## src/rtl/dog_pkg.sv

```systemverilog
package dog_pkg;
  parameter int unsigned TMR_W = 6;
  parameter int unsigned MIN_TICKS = 4;
  parameter int unsigned DEF_TICKS = 50;

  localparam logic [2:0] ADDR_CTRL   = 3'd0;
  localparam logic [2:0] ADDR_RELOAD = 3'd1;
  localparam logic [2:0] ADDR_TMR    = 3'd2;
  localparam logic [2:0] ADDR_STAT   = 3'd3;
  localparam logic [2:0] ADDR_CFG    = 3'd4;

  localparam logic [7:0] RELOAD_KEY = 8'h01;

  typedef struct packed {
    logic             reload;
    logic             halt;
    logic [TMR_W-1:0] limit;
  } dogCmd_t;
endpackage

```

## src/rtl/dog_count.sv

```systemverilog
module dog_count
  import dog_pkg::*;
#(
  parameter int unsigned TICK_DIV = 30_000_000
) (
  input  logic             clk,
  input  logic             rstN,
  input  dogCmd_t          cmd,
  output logic             expireFirst,
  output logic             expireSecond,
  output logic [TMR_W-1:0] cntVal
);
  localparam int unsigned PRE_W = (TICK_DIV > 1) ? $clog2(TICK_DIV) : 1;
  localparam logic [PRE_W-1:0] PRE_LAST = PRE_W'(TICK_DIV - 1);

  logic [PRE_W-1:0] preCnt;
  logic             stage;
  logic             tick;
  logic             expiry;

  assign tick   = (preCnt == PRE_LAST);
  assign expiry = tick && !cmd.halt && !cmd.reload && (cntVal <= TMR_W'(1));
  assign expireFirst  = expiry && !stage;
  assign expireSecond = expiry && stage;

  always_ff @(posedge clk or negedge rstN) begin
    if (!rstN) begin
      preCnt <= '0;
      cntVal <= TMR_W'(DEF_TICKS);
      stage  <= 1'b0;
    end else if (cmd.reload) begin
      preCnt <= '0;
      cntVal <= cmd.limit;
      stage  <= 1'b0;
    end else if (!cmd.halt) begin
      if (tick) begin
        preCnt <= '0;
        if (cntVal <= TMR_W'(1)) begin
          cntVal <= cmd.limit;
          stage  <= ~stage;
        end else begin
          cntVal <= cntVal - TMR_W'(1);
        end
      end else begin
        preCnt <= preCnt + PRE_W'(1);
      end
    end
  end
endmodule

```

## src/rtl/dog_regs.sv

```systemverilog
module dog_regs
  import dog_pkg::*;
#(
  parameter int unsigned RST_CYCLES = 16
) (
  input  logic       clk,
  input  logic       rstN,
  input  logic       busSel,
  input  logic       busWe,
  input  logic [2:0] busAddr,
  input  logic [7:0] busWdata,
  output logic [7:0] busRdata,
  input  logic       expireFirst,
  input  logic       expireSecond,
  output dogCmd_t    cmd,
  output logic [1:0] statusQ,
  output logic       eventEnQ,
  output logic       rebootEnQ,
  output logic       wdEvent,
  output logic       wdReset
);
  localparam int unsigned RST_W = $clog2(RST_CYCLES + 1);
  localparam int unsigned SPARE_W = 8 - TMR_W;

  logic               haltQ;
  logic [TMR_W-1:0]   limitQ;
  logic [SPARE_W-1:0] spareQ;
  logic [RST_W-1:0]   rstCnt;
  logic               wrEn;

  assign wrEn = busSel && busWe;

  always_ff @(posedge clk or negedge rstN) begin
    if (!rstN) begin
      haltQ     <= 1'b1;
      eventEnQ  <= 1'b0;
      rebootEnQ <= 1'b0;
      limitQ    <= TMR_W'(DEF_TICKS);
      spareQ    <= '0;
    end else if (wrEn) begin
      case (busAddr)
        ADDR_CTRL: begin
          haltQ    <= busWdata[0];
          eventEnQ <= busWdata[1];
        end
        ADDR_TMR: begin
          if (busWdata[TMR_W-1:0] >= TMR_W'(MIN_TICKS)) begin
            limitQ <= busWdata[TMR_W-1:0];
            spareQ <= busWdata[7:TMR_W];
          end
        end
        ADDR_CFG: rebootEnQ <= busWdata[0];
        default: ;
      endcase
    end
  end

  always_ff @(posedge clk or negedge rstN) begin
    if (!rstN) begin
      statusQ <= 2'b00;
    end else begin
      for (int b = 0; b < 2; b++) begin
        if (wrEn && busAddr == ADDR_STAT && busWdata[b]) statusQ[b] <= 1'b0;
      end
      if (expireFirst)  statusQ[0] <= 1'b1;
      if (expireSecond) statusQ[1] <= 1'b1;
    end
  end

  always_ff @(posedge clk or negedge rstN) begin
    if (!rstN) begin
      rstCnt <= '0;
    end else if (expireSecond && rebootEnQ) begin
      rstCnt <= RST_W'(RST_CYCLES);
    end else if (rstCnt != '0) begin
      rstCnt <= rstCnt - RST_W'(1);
    end
  end

  assign wdReset = (rstCnt != '0);
  assign wdEvent = statusQ[0] && eventEnQ;

  assign cmd.reload = wrEn && (busAddr == ADDR_RELOAD) && (busWdata == RELOAD_KEY);
  assign cmd.halt   = haltQ;
  assign cmd.limit  = limitQ;

  always_comb begin
    case (busAddr)
      ADDR_CTRL: busRdata = {6'b0, eventEnQ, haltQ};
      ADDR_TMR:  busRdata = {spareQ, limitQ};
      ADDR_STAT: busRdata = {6'b0, statusQ};
      ADDR_CFG:  busRdata = {7'b0, rebootEnQ};
      default:   busRdata = 8'h00;
    endcase
  end
endmodule

```

## src/rtl/dog_watch.sv

```systemverilog
module dog_watch
  import dog_pkg::*;
#(
  parameter int unsigned TICK_DIV   = 30_000_000,
  parameter int unsigned RST_CYCLES = 16
) (
  input  logic       clk,
  input  logic       rstN,
  input  logic       busSel,
  input  logic       busWe,
  input  logic [2:0] busAddr,
  input  logic [7:0] busWdata,
  output logic [7:0] busRdata,
  output logic       wdEvent,
  output logic       wdReset
);
  dogCmd_t          cmd;
  logic             expireFirst;
  logic             expireSecond;
  logic [TMR_W-1:0] cntVal;
  logic [1:0]       statusQ;
  logic             eventEnQ;
  logic             rebootEnQ;

  dog_regs #(.RST_CYCLES(RST_CYCLES)) uRegs (
    .clk(clk), .rstN(rstN),
    .busSel(busSel), .busWe(busWe), .busAddr(busAddr),
    .busWdata(busWdata), .busRdata(busRdata),
    .expireFirst(expireFirst), .expireSecond(expireSecond),
    .cmd(cmd), .statusQ(statusQ), .eventEnQ(eventEnQ),
    .rebootEnQ(rebootEnQ), .wdEvent(wdEvent), .wdReset(wdReset)
  );

  dog_count #(.TICK_DIV(TICK_DIV)) uCount (
    .clk(clk), .rstN(rstN), .cmd(cmd),
    .expireFirst(expireFirst), .expireSecond(expireSecond),
    .cntVal(cntVal)
  );
endmodule

```

## config.mk

```make
export PLATFORM = sky130hd
export DESIGN_NAME = dog_watch
export DESIGN_NICKNAME = d
export VERILOG_FILES = /design/src/rtl/dog_pkg.sv /design/src/rtl/dog_count.sv /design/src/rtl/dog_regs.sv /design/src/rtl/dog_watch.sv
export SDC_FILE = /design/constraint.sdc
export NUM_CORES = 1
export LEC_CHECK = 0
export BUFFER_PORTS_ARGS = -buffer_cell sky130_fd_sc_hd__clkbuf_2
export CAP_MARGIN = 40
export CORE_ASPECT_RATIO = 0.75
export CORE_MARGIN = 1.5
export CORE_UTILIZATION = 40
export DETAILED_ROUTE_END_ITERATION = 7
export GPL_ROUTABILITY_DRIVEN = 0
export PLACE_DENSITY = 0.59
export SLEW_MARGIN = 20
export SYNTH_ARGS = -nofsm -noshare
export SYNTH_HDL_FRONTEND = slang
export SYNTH_SLANG_ARGS = --single-unit
export TNS_END_PERCENT = 10
```

## constraint.sdc

```tcl
create_clock -name clk -period 2.8 [get_ports clk]
set_clock_uncertainty 0.1 [all_clocks]
set_input_delay 0.28 -clock clk [delete_from_list [all_inputs] [get_ports clk]]
set_output_delay 0.28 -clock clk [all_outputs]
set_load 0.05 [all_outputs]
```

---- Word-level counts from Yosys, hierarchy flattened ----
Index checks and enable logic that the tools add are counted.
word-level totals
  output and inout bits ................... 10
  flip-flop bits (word level) ............. 50
  logic and storage cells ................. 70
  bits of input ports ..................... 15
cells by class
  add/subtract/negate cells ............... 3
  bitwise gates (word level) .............. 1
  muxes and demuxes ....................... 18
  order comparisons ....................... 2
  equality and inequality tests ........... 7
  reductions and logical operators ........ 28
operator list
  kind                                                                              count
  25-bit 2-to-1 mux                                                                 3
  8-bit case mux with 4 select lines                                                1
  25-bit by 1-bit adder with 25-bit output, second input constant                   1
  25-bit equality test, second input constant                                       1
  6-bit 2-to-1 mux                                                                  4
  1-bit logical AND                                                                 13
  5-bit 2-to-1 mux                                                                  2
  2-bit nonzero test                                                                5
  8-bit by 1-bit equality test with 1-bit output, second input constant             1
  1-bit 2-to-1 mux                                                                  8
  3-bit by 2-bit equality test with 1-bit output, second input constant             2
  6-bit by 3-bit >= comparator with 1-bit output, second input constant             1
  6-bit by 1-bit less-or-equal comparator with 1-bit output, second input constant  1
  2-bit AND reduction                                                               3
  3-bit AND reduction                                                               2
  6-bit by 1-bit subtractor with 6-bit output, second input constant                1
  5-bit nonzero test                                                                1
  5-bit by 1-bit subtractor with 5-bit output, second input constant                1
  3-bit by 1-bit equality test with 1-bit output, second input constant             1
  3-bit equality test, second input constant                                        1
  1-bit logical NOT                                                                 3
  3-bit logical NOT                                                                 1
  2-bit by 1-bit inequality test with 1-bit output, second input constant           1
  1-bit NOT                                                                         1

---- Depth between registers and ports, before layout ----
Gate-level depths: netlist of the first run.
  word-level depth ........................ 9
  mapped depth ............................ 7
  mapped depth without buffers ............ 6

---- Modules after synthesis ----
A second synthesis of the first run with hierarchy kept.
unflattened totals
  cells, all modules ...................... 312
  area total of the unflattened synthesis .. 3041.7 um^2
modules (own cells, without submodules)
  module     cells an instance  sequential area each (um^2)  area each (um^2)  times used
  dog_count  232                804.5                        2097.0            1
  dog_regs   80                 455.4                        944.7             1

---- Least setup slack after synthesis of the first run ----
Ideal clock, no wire load.
  path kind ............................... in2reg
  start point ............................. input busWdata[2]
  end point ............................... register uCount.preCnt[22]
  slack ................................... 0.504 ns
  required time ........................... 2.622 ns
  library setup time ...................... 0.078 ns
  cell stages on the path ................. 6
  buffers on the path ..................... 1
  data arrival time ....................... 2.118 ns
  cell sequence ........................... or4_1 > buf_2 > o41ai_4 > nand3_4 > or4_1 > a21oi_1
on the way
  longest elaborated chain between the ends .. 3
  elaborated cells on any way between the ends .. 4
  classes of those cells .................. eq/ne: 2; mux: 1; reduce/logical: 1
ends and longest elaborated chain
  item                                                                                                           line             text
  start, declared                                                                                                dog_watch.sv:12  input logic [7:0] busWdata,
  8-bit by 1-bit equality test with 1-bit output (*)                                                             dog_regs.sv:83   assign cmd.reload = wrEn && (busAddr == ADDR_RELOAD) && (busWdata == RELOAD_KEY);
  1-bit logical AND (*)                                                                                          dog_regs.sv:83
  2-bit by 1-bit inequality test with 1-bit output (no source line) / 25-bit 2-to-1 mux (equally long branches)  --
  end signal, assigned                                                                                           dog_count.sv:45  preCnt <= preCnt + PRE_W'(1);
  end, declared                                                                                                  dog_count.sv:16  logic [PRE_W-1:0] preCnt;
Mark *: on every way between the ends. The rest lies on a longest branch, timed or not.
A chain may end at the register's enable or synchronous reset.

---- Worst setup path in the final report of the first run ----
  start point ............................. register uCount.preCnt[7]
  end point ............................... register uRegs.rstCnt[0]
on the way
  longest elaborated chain between the ends .. 7
  elaborated cells on any way between the ends .. 8
  classes of those cells .................. eq/ne: 1; mux: 1; reduce/logical: 6
ends and longest elaborated chain
  item                                                           line             text
  25-bit equality test (*)                                       dog_count.sv:21  assign tick = (preCnt == PRE_LAST);
  1-bit logical AND (*) (3 in series)                            dog_count.sv:22  assign expiry = tick && !cmd.halt && !cmd.reload && (cntVal <= TMR_W'(1));
  1-bit logical AND (*)                                          dog_count.sv:24  assign expireSecond = expiry && stage;
  1-bit logical AND (*)                                          dog_regs.sv:73   end else if (expireSecond && rebootEnQ) begin
  5-bit 2-to-1 mux / 2-bit nonzero test (equally long branches)  --
  end signal, assigned                                           dog_regs.sv:74   rstCnt <= RST_W'(RST_CYCLES);
  end signal, assigned                                           dog_regs.sv:76   rstCnt <= rstCnt - RST_W'(1);
  end, declared                                                  dog_regs.sv:28   logic [RST_W-1:0] rstCnt;
Marks and branches as above.

==> run summary, run 1 <==
## Outcome
* **outcome** completed

## Floorplan
* **chip height** 76.7 um
* **I/O pin count** 25
* **cell row count** 26
* **overall die area** 7780 um^2
* **initial core utilization** 0.419
* **die boundary width** 101 um
* **Placeable Area** 6930 um^2

## Final layout
* **sequential standard cell area** 1260 um^2
* **number of filler cells placed in the layout** 692
* **Multi-input gate area** 1580 um^2
* **number of non-filler instances in the completed layout** 443
* **most common library cell in the layout ignoring fill and taps** sky130_fd_sc_hd__dfrtp_1
* **area overhead of the layout relative to synthesis** 13.2%
* **number of nets in the final layout** 364
* **Finished Core Util** 0.474
* **fraction of final layout cells sized beyond drive strength 1** 0.191
* **ant diodes** 0
* **commonest cells after routing, fill and taps aside** sky130_fd_sc_hd__dfrtp_1, sky130_fd_sc_hd__nor2_1, sky130_fd_sc_hd__nand2_1

## Drt
* **metal3 WL** 260 um
* **residual DRC count** 0
* **met2 routed WL** 2590 um
* **wire length on met1** 3520 um
* **ratio of routed vias to standard cells** 5.45
* **number of nets with antenna violations after routing** 0
* **first drt pass iteration count** 4
* **highest metal layer with signal wires** met4
* **via count** 2415
* **aggregate routed wire length** 6460 um
* **Iter 0 DRT Violations** 129
* **wire length per cell** 14.6 um

## Synthesis
* **Post-Syn Area** 2900 um^2
* **post-synth top area share** 0.371
* **synthesized instance count** 313
* **Syn. warnings** 0
* **dominant cells by area after synthesis** sky130_fd_sc_hd__dfrtp_1, sky130_fd_sc_hd__dfstp_2, sky130_fd_sc_hd__nor2_1
* **flip-flop cell with the highest count after synthesis** sky130_fd_sc_hd__dfrtp_1
* **proportion of synthesized chip area in sequential cells** 0.434
* **library cells used by synthesis** 48
* **Async S/R FF share, synth** 1.00
* **Post-Syn Area per Cell** 9.27 um^2
* **leading area contributor after synthesis** sky130_fd_sc_hd__dfrtp_1
* **Post-synth EDFFs** 0
* **register bit count reported by yosys** 50
* **net count of the mapped netlist** 333

## Place
* **count of input and output buffers** 24
* **placement-stage worst setup slack** 168 ps
* **cell total after placement** 434
* **HPWL reported at the end of detailed placement** 4750 um

## Clocking
* **Setup Fix Bufs, Post-CTS** 0
* **Max Root-Sink Buffers** 2
* **Hold Buf Count CTS** 1
* **quantity of gates resized following cts** 0
* **number of levels in the clock H-tree** 2
* **root buf cell** sky130_fd_sc_hd__clkbuf_8
* **clock transition at the registers of the reported paths** 90 ps
* **clock latency of the later-clocked register in the worst-skew pair** 310 ps
* **Inserted Clock Buffers** 5
* **clock tree from TritonCTS** done
* **clock sink count** 50

## Timing
* **crit path setup slack, layout** 352 ps
* **Final Cycle Share** 0.874
* **Max Clk Rate** 408 MHz
* **minimum clock period** 2450 ps
* **max-slew headroom at the worst pin** 0.531
* **worst hold margin** 131 ps
* **setup tns final** 0 ps
* **actual transition at the worst max-transition pin** 701 ps
* **final max-slew violation count** 0
* **Hold Violations, Final** 0
* **endpoints failing setup** 0
* **RSZ-0062 raised after global routing** no

## Worst setup path
* **arrival time reported for the critical path endpoint** 2550 ps
* **internal reg-to-reg setup slack** 350 ps
* **type of destination of the critical path** flop
* **Crit path largest cell delay** 570 ps
* **CP max FO** 6
* **top cell family by delay on the critical path** simple AND/OR/NAND/NOR gates
* **Critical path buffers and inverters** 0
* **ordered cell list for the critical path** nand4bb_1 > or4_1 > nor4_1 > and4_1 > nor2_1
* **required time of the critical path** 2900 ps
* **Worst Setup Start Kind** flop
* **critical path's slowest cell** sky130_fd_sc_hd__or4_1
* **class of the most critical setup path** reg -> reg
* **critical path depth** 5
* **R2R cell count** 5

## Min path
* **count of cells along the worst hold path** 2
* **class of the worst hold path** in -> reg

## Global routing
* **total global-route track usage** 0.186
* **first-pass GRT wire length** 11600 um
* **total congestion overflow after global routing** 0
* **pin count of the biggest net entering global routing** 51
* **vias in the first global route** 2367
* **number of antenna violations at the first check in global routing** 0

## Power
* **power density over the cells** 520 nW/um^2
* **leakage power** 1.39 nW
* **maximum vdd ir drop** 222 uV

## Job
* **max_cap viols** 0

kinds of logic after synthesis:
group / after synthesis / synth area share
AOI/OAI and AO/OA: 47 / 0.103
xor gates and xnor gates: 19 / 0.0574
buffers and inverters: 18 / 0.0242
adders and majority gates: 5 / 0.0216
DFF: 50 / 0.434
muxes: 17 / 0.0638
and+or+nand+nor: 157 / 0.296
final timing paths:
check | end | from
setup / recovery | uRegs.rstCnt[0] | uCount.preCnt[7]
hold / removal | uRegs.limitQ[3] | busWdata[3]
setup reg to reg | uRegs.rstCnt[0] | uCount.preCnt[7]
hold reg to reg | uRegs.spareQ[1] | uRegs.spareQ[1]
max in group asynchronous | uCount.preCnt[3] | rstN
min in group asynchronous | uCount.preCnt[13] | rstN
where the power goes:
part	switching [mW]	internal, mW
logic	0.175	0.146
clock network	0.250	0.199
registers	0.112	0.827
total	0.537	1.17
registers in the layout (all words and copies together) (netlist names), 2 cells and up:
register       cells
uCount.preCnt     25
uRegs.limitQ       6
uRegs.spareQ       2
uCount.cntVal      6
uRegs.statusQ      2
uRegs.rstCnt       5
synthesized netlist by cell type, types with 2 or more instances:
| library cell | n |
|---|---|
| sky130_fd_sc_hd__mux2i_1 | 5 |
| sky130_fd_sc_hd__dfstp_2 | 7 |
| sky130_fd_sc_hd__nand2b_1 | 3 |
| sky130_fd_sc_hd__mux2_2 | 12 |
| sky130_fd_sc_hd__nand2_1 | 27 |
| sky130_fd_sc_hd__xor2_1 | 13 |
| sky130_fd_sc_hd__a31oi_1 | 2 |
| sky130_fd_sc_hd__dfrtp_1 | 43 |
| sky130_fd_sc_hd__nand3_1 | 17 |
| sky130_fd_sc_hd__nor4_1 | 9 |
| sky130_fd_sc_hd__inv_1 | 7 |
| sky130_fd_sc_hd__or3_1 | 6 |
| sky130_fd_sc_hd__and4_1 | 5 |
| sky130_fd_sc_hd__and2_1 | 9 |
| sky130_fd_sc_hd__nor4b_1 | 2 |
| sky130_fd_sc_hd__xnor2_1 | 6 |
| sky130_fd_sc_hd__or4_1 | 4 |
| sky130_fd_sc_hd__o21ai_0 | 15 |
| sky130_fd_sc_hd__nor2_1 | 38 |
| sky130_fd_sc_hd__a21oi_1 | 16 |
| sky130_fd_sc_hd__clkbuf_1 | 9 |
| sky130_fd_sc_hd__nand4_1 | 14 |
| sky130_fd_sc_hd__o31ai_1 | 3 |
| sky130_fd_sc_hd__ha_1 | 5 |
| sky130_fd_sc_hd__nor3b_1 | 2 |
| sky130_fd_sc_hd__nor3_1 | 6 |
| sky130_fd_sc_hd__buf_2 | 2 |
| sky130_fd_sc_hd__nand3b_1 | 3 |
| sky130_fd_sc_hd__and3_1 | 4 |
final cells by class:
cell class | count | share of cell area
clock buffers | 6 | 0.0251
clock inverters | 2 | 0.00381
inverters | 7 | 0.00800
multi-input cells | 245 | 0.480
flip-flops and latches | 50 | 0.384
well taps | 98 | 0.0373
repair buffers | 35 | 0.0625
routing by layer:
metal | global-route usage | vias to the layer above
met2 | 0.266 | 50
met3 | 0.0337 | 9
met4 | 0.0556 | 0
met5 | 0 | -
met1 | 0.283 | 1155
li1 | - | 1201
metrics by stage:
stage | total power, mW | cell area [um^2]
4_1_cts | 1.73 | 3280
6_report | 1.71 | 3280
3_5_place_dp | 1.27 | 3180
2_1_floorplan | 1.16 | 2900
3_3_place_gp | 1.27 | 3180
5_1_grt | 1.83 | 3280
No activity file was read; power rests on OpenSTA's default activity.
==> inputs of run 2 (changes only) <==
==> constraint.sdc (replaced) <==
create_clock -name clk -period 2.6 [get_ports clk]
set_clock_uncertainty 0.1 [all_clocks]
set_input_delay 0.26 -clock clk [delete_from_list [all_inputs] [get_ports clk]]
set_output_delay 0.26 -clock clk [all_outputs]
set_load 0.05 [all_outputs]
==> run 2 against run 1 <==
Critical path depth unchanged. First-iteration DRC count is 34% higher. Largest power group unchanged. Worst setup slack better by 3.9 ps. Sequential power up 8%. Core utilization increased by 0.85 points. Clock power increased by 8.5%. Power up 8.7%. Critical endpoint is now uRegs.rstCnt[2]. Non-clock buffer count rose by 7. Clock-buffer cell count stayed put. Cell count grew 1.6%. Cell area increased by 1.8%. Global-route usage shrank 0.18 points.
==> run summary, run 2 (synthesis gave the netlist of run 1 again) <==
## Timing
* **setup tns final** 0 ps, unchanged
* **max-slew headroom at the worst pin** 0.554, was 0.531
* **final max-slew violation count** 0, unchanged
* **worst hold margin** 105 ps, was 131 ps
* **actual transition at the worst max-transition pin** 664 ps, was 701 ps
* **Max Clk Rate** 446 MHz, was 408 MHz
* **Hold Violations, Final** 0, unchanged
* **Final Cycle Share** 0.863, was 0.874
* **minimum clock period** 2240 ps, was 2450 ps
* **endpoints failing setup** 0, unchanged
* **RSZ-0062 raised after global routing** no, unchanged

## Global routing
* **vias in the first global route** 2249, was 2367
* **total congestion overflow after global routing** 0, unchanged
* **pin count of the biggest net entering global routing** 31, was 51
* **first-pass GRT wire length** 11400 um, was 11600 um
* **total global-route track usage** 0.184, was 0.186
* **number of antenna violations at the first check in global routing** 0, unchanged

## Final layout
* **flip-flop count of the largest register, all copies and words added** 25, unchanged
* **most common library cell in the layout ignoring fill and taps** sky130_fd_sc_hd__dfrtp_1, unchanged
* **largest registers ranked by flip-flop count** uCount.preCnt x25, uCount.cntVal x6, uRegs.limitQ x6, unchanged
* **Non-Filler Cell Area, Final** 3340 um^2, was 3280 um^2
* **number of filler cells placed in the layout** 677, was 692
* **Reg with most FFs** uCount.preCnt, unchanged
* **ant diodes** 0, unchanged
* **fraction of final layout cells sized beyond drive strength 1** 0.210, was 0.191
* **Multi-input gate area** 1580 um^2, about the same
* **number of nets in the final layout** 371, was 364
* **area overhead of the layout relative to synthesis** 15.3%, was 13.2%
* **sequential standard cell area** 1260 um^2, unchanged
* **commonest cells after routing, fill and taps aside** sky130_fd_sc_hd__dfrtp_1, sky130_fd_sc_hd__nor2_1, sky130_fd_sc_hd__nand2_1, unchanged

## Drt
* **via count** 2414, was 2415
* **ratio of routed vias to standard cells** 5.36, was 5.45
* **residual DRC count** 0, unchanged
* **number of nets with antenna violations after routing** 0, unchanged
* **aggregate routed wire length** 6580 um, was 6460 um
* **Iter 0 DRT Violations** 173, was 129
* **wire length per cell** 14.6 um, about the same
* **first drt pass iteration count** 4, unchanged

## Worst setup path
* **CP max FO** 6, unchanged
* **Worst Setup Start Kind** flop, unchanged
* **type of destination of the critical path** flop, unchanged
* **class of the most critical setup path** reg -> reg, unchanged
* **arrival time reported for the critical path endpoint** 2340 ps, was 2550 ps
* **R2R cell count** 5, unchanged
* **required time of the critical path** 2700 ps, was 2900 ps
* **launching point of the worst reg2reg path** uCount.preCnt[14], was uCount.preCnt[7]
* **internal reg-to-reg setup slack** 360 ps, was 350 ps
* **capturing point of the worst reg2reg path** uRegs.rstCnt[2], was uRegs.rstCnt[0]

## Place
* **count of input and output buffers** 24, unchanged
* **placed cell areas** 3230 um^2, was 3180 um^2
* **HPWL reported at the end of detailed placement** 4910 um, was 4750 um

## Floorplan
* **Placeable Area** 6930 um^2, unchanged
* **initial core utilization** 0.419, unchanged
* **die boundary width** 101 um, unchanged
* **cell row count** 26, unchanged
* **chip height** 76.7 um, unchanged
* **I/O pin count** 25, unchanged
* **overall die area** 7780 um^2, unchanged

## Clocking
* **Setup Fix Bufs, Post-CTS** 0, unchanged
* **clock tree from TritonCTS** done, unchanged
* **root buf cell** sky130_fd_sc_hd__clkbuf_8, unchanged
* **Inserted Clock Buffers** 5, unchanged
* **clock latency of the later-clocked register in the worst-skew pair** 310 ps, about the same
* **number of levels in the clock H-tree** 2, unchanged
* **Max Root-Sink Buffers** 2, unchanged
* **clock sink count** 50, unchanged
* **clock transition at the registers of the reported paths** 100 ps, was 90 ps

## Min path
* **count of cells along the worst hold path** 2, unchanged
* **Min-Delay Startpoint** busWdata[2], was busWdata[3]
* **hold endpoint** uRegs.limitQ[2], was uRegs.limitQ[3]
* **class of the worst hold path** in -> reg, unchanged

## Power
* **power density over the cells** 556 nW/um^2, was 520 nW/um^2
* **maximum vdd ir drop** 217 uV, was 222 uV
* **leakage power** 1.43 nW, was 1.39 nW

## Outcome
* **outcome** completed, unchanged

## Job
* **max_cap viols** 0, unchanged

==> run 2: repair_timing <==
item,4_1_cts,5_1_grt
setup endpoints to repair,0,3
hold endpoints to repair,43,0
gates resized for setup,0,1
hold buffers,1,0
==> run 2: stage by stage <==
stage | utilization | power (mW) | setup slack (ps) | std cells
floorplan | - | 1.25 | 324 | 313
global placement | 0.466 | 1.37 | 158 | 441
detailed placement | 0.466 | 1.38 | 65.4 | 441
CTS | 0.482 | 1.88 | 239 | 450
global route | 0.482 | 1.97 | 132 | 450
finish | 0.482 | 1.86 | 356 | 450
==> run 2: where the power goes <==
part	total, mW	leakage, nW	switching (mW)	internal, mW
sequential	1.01	0.616	0.121	0.891
clock	0.487	0.0472	0.272	0.215
combinational	0.359	0.762	0.195	0.164
==> run 2: per-layer routing <==
| layer | track usage | wire (um) | vias up |
|---|---|---|---|
| li1 | - | - | 1217 |
| met1 | 0.295 | 3630 | 1137 |
| met2 | 0.242 | 2540 | 51 |
| met3 | 0.0301 | 297 | 9 |
| met4 | 0.0667 | 110 | 0 |
| met5 | 0 | 0 | - |
==> run 2: worst max-delay path: stages (launching register included) <==
cell,delay (ps)
sky130_fd_sc_hd__dfrtp_1,450
sky130_fd_sc_hd__nand3_1,180
sky130_fd_sc_hd__or4_1,610
sky130_fd_sc_hd__nor4_2,360
sky130_fd_sc_hd__and4_1,350
sky130_fd_sc_hd__nor3_1,80
==> run 2: layout make-up <==
type	instances	share of cell area
Clock buffer	6	0.0247
Clock inverter	2	0.00374
Inverter	7	0.00786
Multi-Input combinational cell	245	0.473
Sequential cell	50	0.377
Tap cell	98	0.0367
Timing Repair Buffer	42	0.0771
==> run 2: how the worst max path moves through the flow <==
| stage | startpoint | to | slack (ps) | depth (start not counted) |
|---|---|---|---|---|
| floorplan | busWdata[2] | uCount.preCnt[22] | 320 | 6 |
| global placement | busWdata[2] | uCount.preCnt[22] | 160 | 7 |
| detailed placement | busWdata[2] | uCount.preCnt[22] | 70 | 7 |
| CTS | uCount.preCnt[14] | uRegs.rstCnt[2] | 240 | 5 |
| global route | uCount.preCnt[14] | uRegs.rstCnt[2] | 130 | 5 |
| finish | uCount.preCnt[14] | uRegs.rstCnt[2] | 360 | 5 |
==> inputs of run 3 (changes only) <==
==> constraint.sdc (replaced) <==
create_clock -name clk -period 2.34 [get_ports clk]
set_clock_uncertainty 0.1 [all_clocks]
set_input_delay 0.234 -clock clk [delete_from_list [all_inputs] [get_ports clk]]
set_output_delay 0.234 -clock clk [all_outputs]
set_load 0.05 [all_outputs]
==> run 3 against run 2 <==
Fmax increased by 0.26%. Global-route usage grew 0.81 points. Register-to-register slack worse by 250 ps. Critical path depth is the same. Core utilization up 2.2 points. Via count up 5.1%.
==> run summary, run 3 (synthesis gave the netlist of run 1 again) <==
## Final layout
* **fraction of final layout cells sized beyond drive strength 1** 0.241, was 0.210
* **largest registers ranked by flip-flop count** uCount.preCnt x25, uCount.cntVal x6, uRegs.limitQ x6, unchanged
* **commonest cells after routing, fill and taps aside** sky130_fd_sc_hd__dfrtp_1, sky130_fd_sc_hd__nor2_1, sky130_fd_sc_hd__buf_4, was sky130_fd_sc_hd__dfrtp_1, sky130_fd_sc_hd__nor2_1, sky130_fd_sc_hd__nand2_1
* **number of nets in the final layout** 388, was 371
* **Non-Filler Cell Area, Final** 3500 um^2, was 3340 um^2
* **ant diodes** 0, unchanged
* **area overhead of the layout relative to synthesis** 20.6%, was 15.3%
* **Reg with most FFs** uCount.preCnt, unchanged
* **Finished Core Util** 0.505, was 0.482
* **number of non-filler instances in the completed layout** 467, was 450
* **most common library cell in the layout ignoring fill and taps** sky130_fd_sc_hd__dfrtp_1, unchanged
* **flip-flop count of the largest register, all copies and words added** 25, unchanged

## Clocking
* **clock transition at the registers of the reported paths** 90 ps, was 100 ps
* **clock tree from TritonCTS** done, unchanged
* **Max Root-Sink Buffers** 2, unchanged
* **clock latency of the later-clocked register in the worst-skew pair** 300 ps, was 310 ps
* **Inserted Clock Buffers** 5, unchanged
* **number of levels in the clock H-tree** 2, unchanged
* **root buf cell** sky130_fd_sc_hd__clkbuf_8, unchanged
* **clock sink count** 50, unchanged

## Drt
* **residual DRC count** 0, unchanged
* **wire length per cell** 14.8 um, was 14.6 um
* **ratio of routed vias to standard cells** 5.43, was 5.36
* **aggregate routed wire length** 6900 um, was 6580 um
* **Iter 0 DRT Violations** 192, was 173
* **number of nets with antenna violations after routing** 0, unchanged
* **first drt pass iteration count** 4, unchanged
* **via count** 2536, was 2414

## Power
* **overall power after layout** 2.18 mW, was 1.86 mW
* **Sequential Power Share** 0.510, was 0.545
* **power density over the cells** 623 nW/um^2, was 556 nW/um^2
* **Sw Share** 0.295, was 0.317
* **leakage power** 1.53 nW, was 1.43 nW
* **P_int** 1.54 mW, was 1.27 mW
* **clock network fraction of total power** 0.294, was 0.262
* **Logic pwr share** 0.197, was 0.193
* **switching power** 0.643 mW, was 0.588 mW
* **maximum vdd ir drop** 283 uV, was 217 uV

## Floorplan
* **I/O pin count** 25, unchanged
* **cell row count** 26, unchanged
* **overall die area** 7780 um^2, unchanged
* **chip height** 76.7 um, unchanged
* **Placeable Area** 6930 um^2, unchanged
* **initial core utilization** 0.419, unchanged
* **die boundary width** 101 um, unchanged

## Place
* **placed cell areas** 3370 um^2, was 3230 um^2
* **HPWL reported at the end of detailed placement** 5260 um, was 4910 um
* **count of input and output buffers** 24, unchanged
* **cell total after placement** 458, was 441

## Worst setup path
* **ordered cell list for the critical path** nand4bb_1 > or4_1 > nor4_1 > and4_1 > nor3_1, was nand3_1 > or4_1 > nor4_2 > and4_1 > nor3_1
* **launching point of the worst reg2reg path** uCount.preCnt[7], was uCount.preCnt[14]
* **internal reg-to-reg setup slack** 100 ps, was 360 ps
* **critical path's slowest cell** sky130_fd_sc_hd__or4_1, unchanged
* **arrival time reported for the critical path endpoint** 2320 ps, was 2340 ps
* **Crit path largest cell delay** 580 ps, was 610 ps
* **required time of the critical path** 2430 ps, was 2700 ps
* **type of destination of the critical path** flop, unchanged
* **R2R cell count** 5, unchanged
* **Worst Setup Start Kind** flop, unchanged
* **capturing point of the worst reg2reg path** uRegs.rstCnt[2], unchanged
* **critical path launch point** uCount.preCnt[7], was uCount.preCnt[14]
* **CP max FO** 5, was 6
* **class of the most critical setup path** reg -> reg, unchanged

## Global routing
* **number of antenna violations at the first check in global routing** 0, unchanged
* **total global-route track usage** 0.192, was 0.184
* **vias in the first global route** 2350, was 2249
* **first-pass GRT wire length** 11800 um, was 11400 um
* **pin count of the biggest net entering global routing** 28, was 31
* **total congestion overflow after global routing** 0, unchanged

## Timing
* **Final Cycle Share** 0.957, was 0.863
* **max-slew headroom at the worst pin** 0.576, was 0.554
* **Hold Violations, Final** 0, unchanged
* **final max-slew violation count** 0, unchanged
* **setup tns final** 0 ps, unchanged
* **minimum clock period** 2240 ps, about the same
* **Max Clk Rate** 447 MHz, was 446 MHz
* **actual transition at the worst max-transition pin** 637 ps, was 664 ps
* **RSZ-0062 raised after global routing** no, unchanged
* **endpoints failing setup** 0, unchanged

## Outcome
* **outcome** completed, unchanged

## Min path
* **Min-Delay Startpoint** busWdata[6], was busWdata[2]
* **count of cells along the worst hold path** 2, unchanged
* **class of the worst hold path** in -> reg, unchanged
* **hold endpoint** uRegs.spareQ[0], was uRegs.limitQ[2]

## Job
* **max_cap viols** 0, unchanged

==> run 3: changes by cell type in the layout (fill, tap and decap cells not counted), sizes merged <==
cell      previous run  this run
bufinv               0         1
clkinvlp             1         0
clkbuf              30        31
buf                 17        34
clkinv               1         0
==> run 3: critical path, delay by kind of cell, from the launching register on <==
| family | cells | cell delay [ps] |
|---|---|---|
| AND/OR/NAND/NOR | 5 | 1650 |
| flip-flops | 1 | 390 |
==> run 3: worst max path at each step <==
stage | to | slack [ps] | cells after the start
after detailed placement | uCount.preCnt[18] | -40 | 8
final | uRegs.rstCnt[2] | 100 | 5
after global routing | uRegs.rstCnt[3] | 10 | 5
after floorplan | uCount.preCnt[22] | 90 | 6
after CTS | uRegs.rstCnt[2] | 100 | 5
after global placement | uCount.preCnt[22] | -6 | 7
==> run 3: power groups by stage <==
stage	Combinational (mW)	Sequential, mW	Clock [mW]
after floorplan	0.303	1.09	0
after global placement	0.418	1.13	0
after detailed placement	0.429	1.13	0
after CTS	0.433	1.11	0.661
after global routing	0.485	1.13	0.691
final	0.429	1.11	0.640
==> run 3: what timing repair did <==
item | 4_1_cts | 5_1_grt
endpoints found under the hold margin | 17 | 0
hold buffers | 1 | 0
resized for setup | 0 | 0
endpoints found under the setup margin | 0 | 0
setup buffers | 0 | 0
==> run 3: routing by layer <==
metal,vias to the layer above,global-route usage,share of wire
met5,-,0,0
met3,5,0.0301,0.052
li1,1247,-,-
met1,1216,0.314,0.53
met2,68,0.260,0.41
met4,0,0.0431,0.0081
==> run 3: per-stage QoR <==
stage                     hold slack, ps  setup slack (ps)
after floorplan                     -162              89.8
after global placement               184             -6.30
after detailed placement             187             -40.3
after CTS                           88.2              97.0
after global routing                95.8              13.0
final                               97.3               102
==> run 3: area by class of cell <==
cell class | count | area, um^2
clock inverter | 1 | 30.0
sequential | 50 | 1260
timing repair buffer | 59 | 398
fill | 678 | 3430
tap | 98 | 123
multi-input combinational | 245 | 1580
clock buffer | 7 | 86.3
inverter | 7 | 26.3
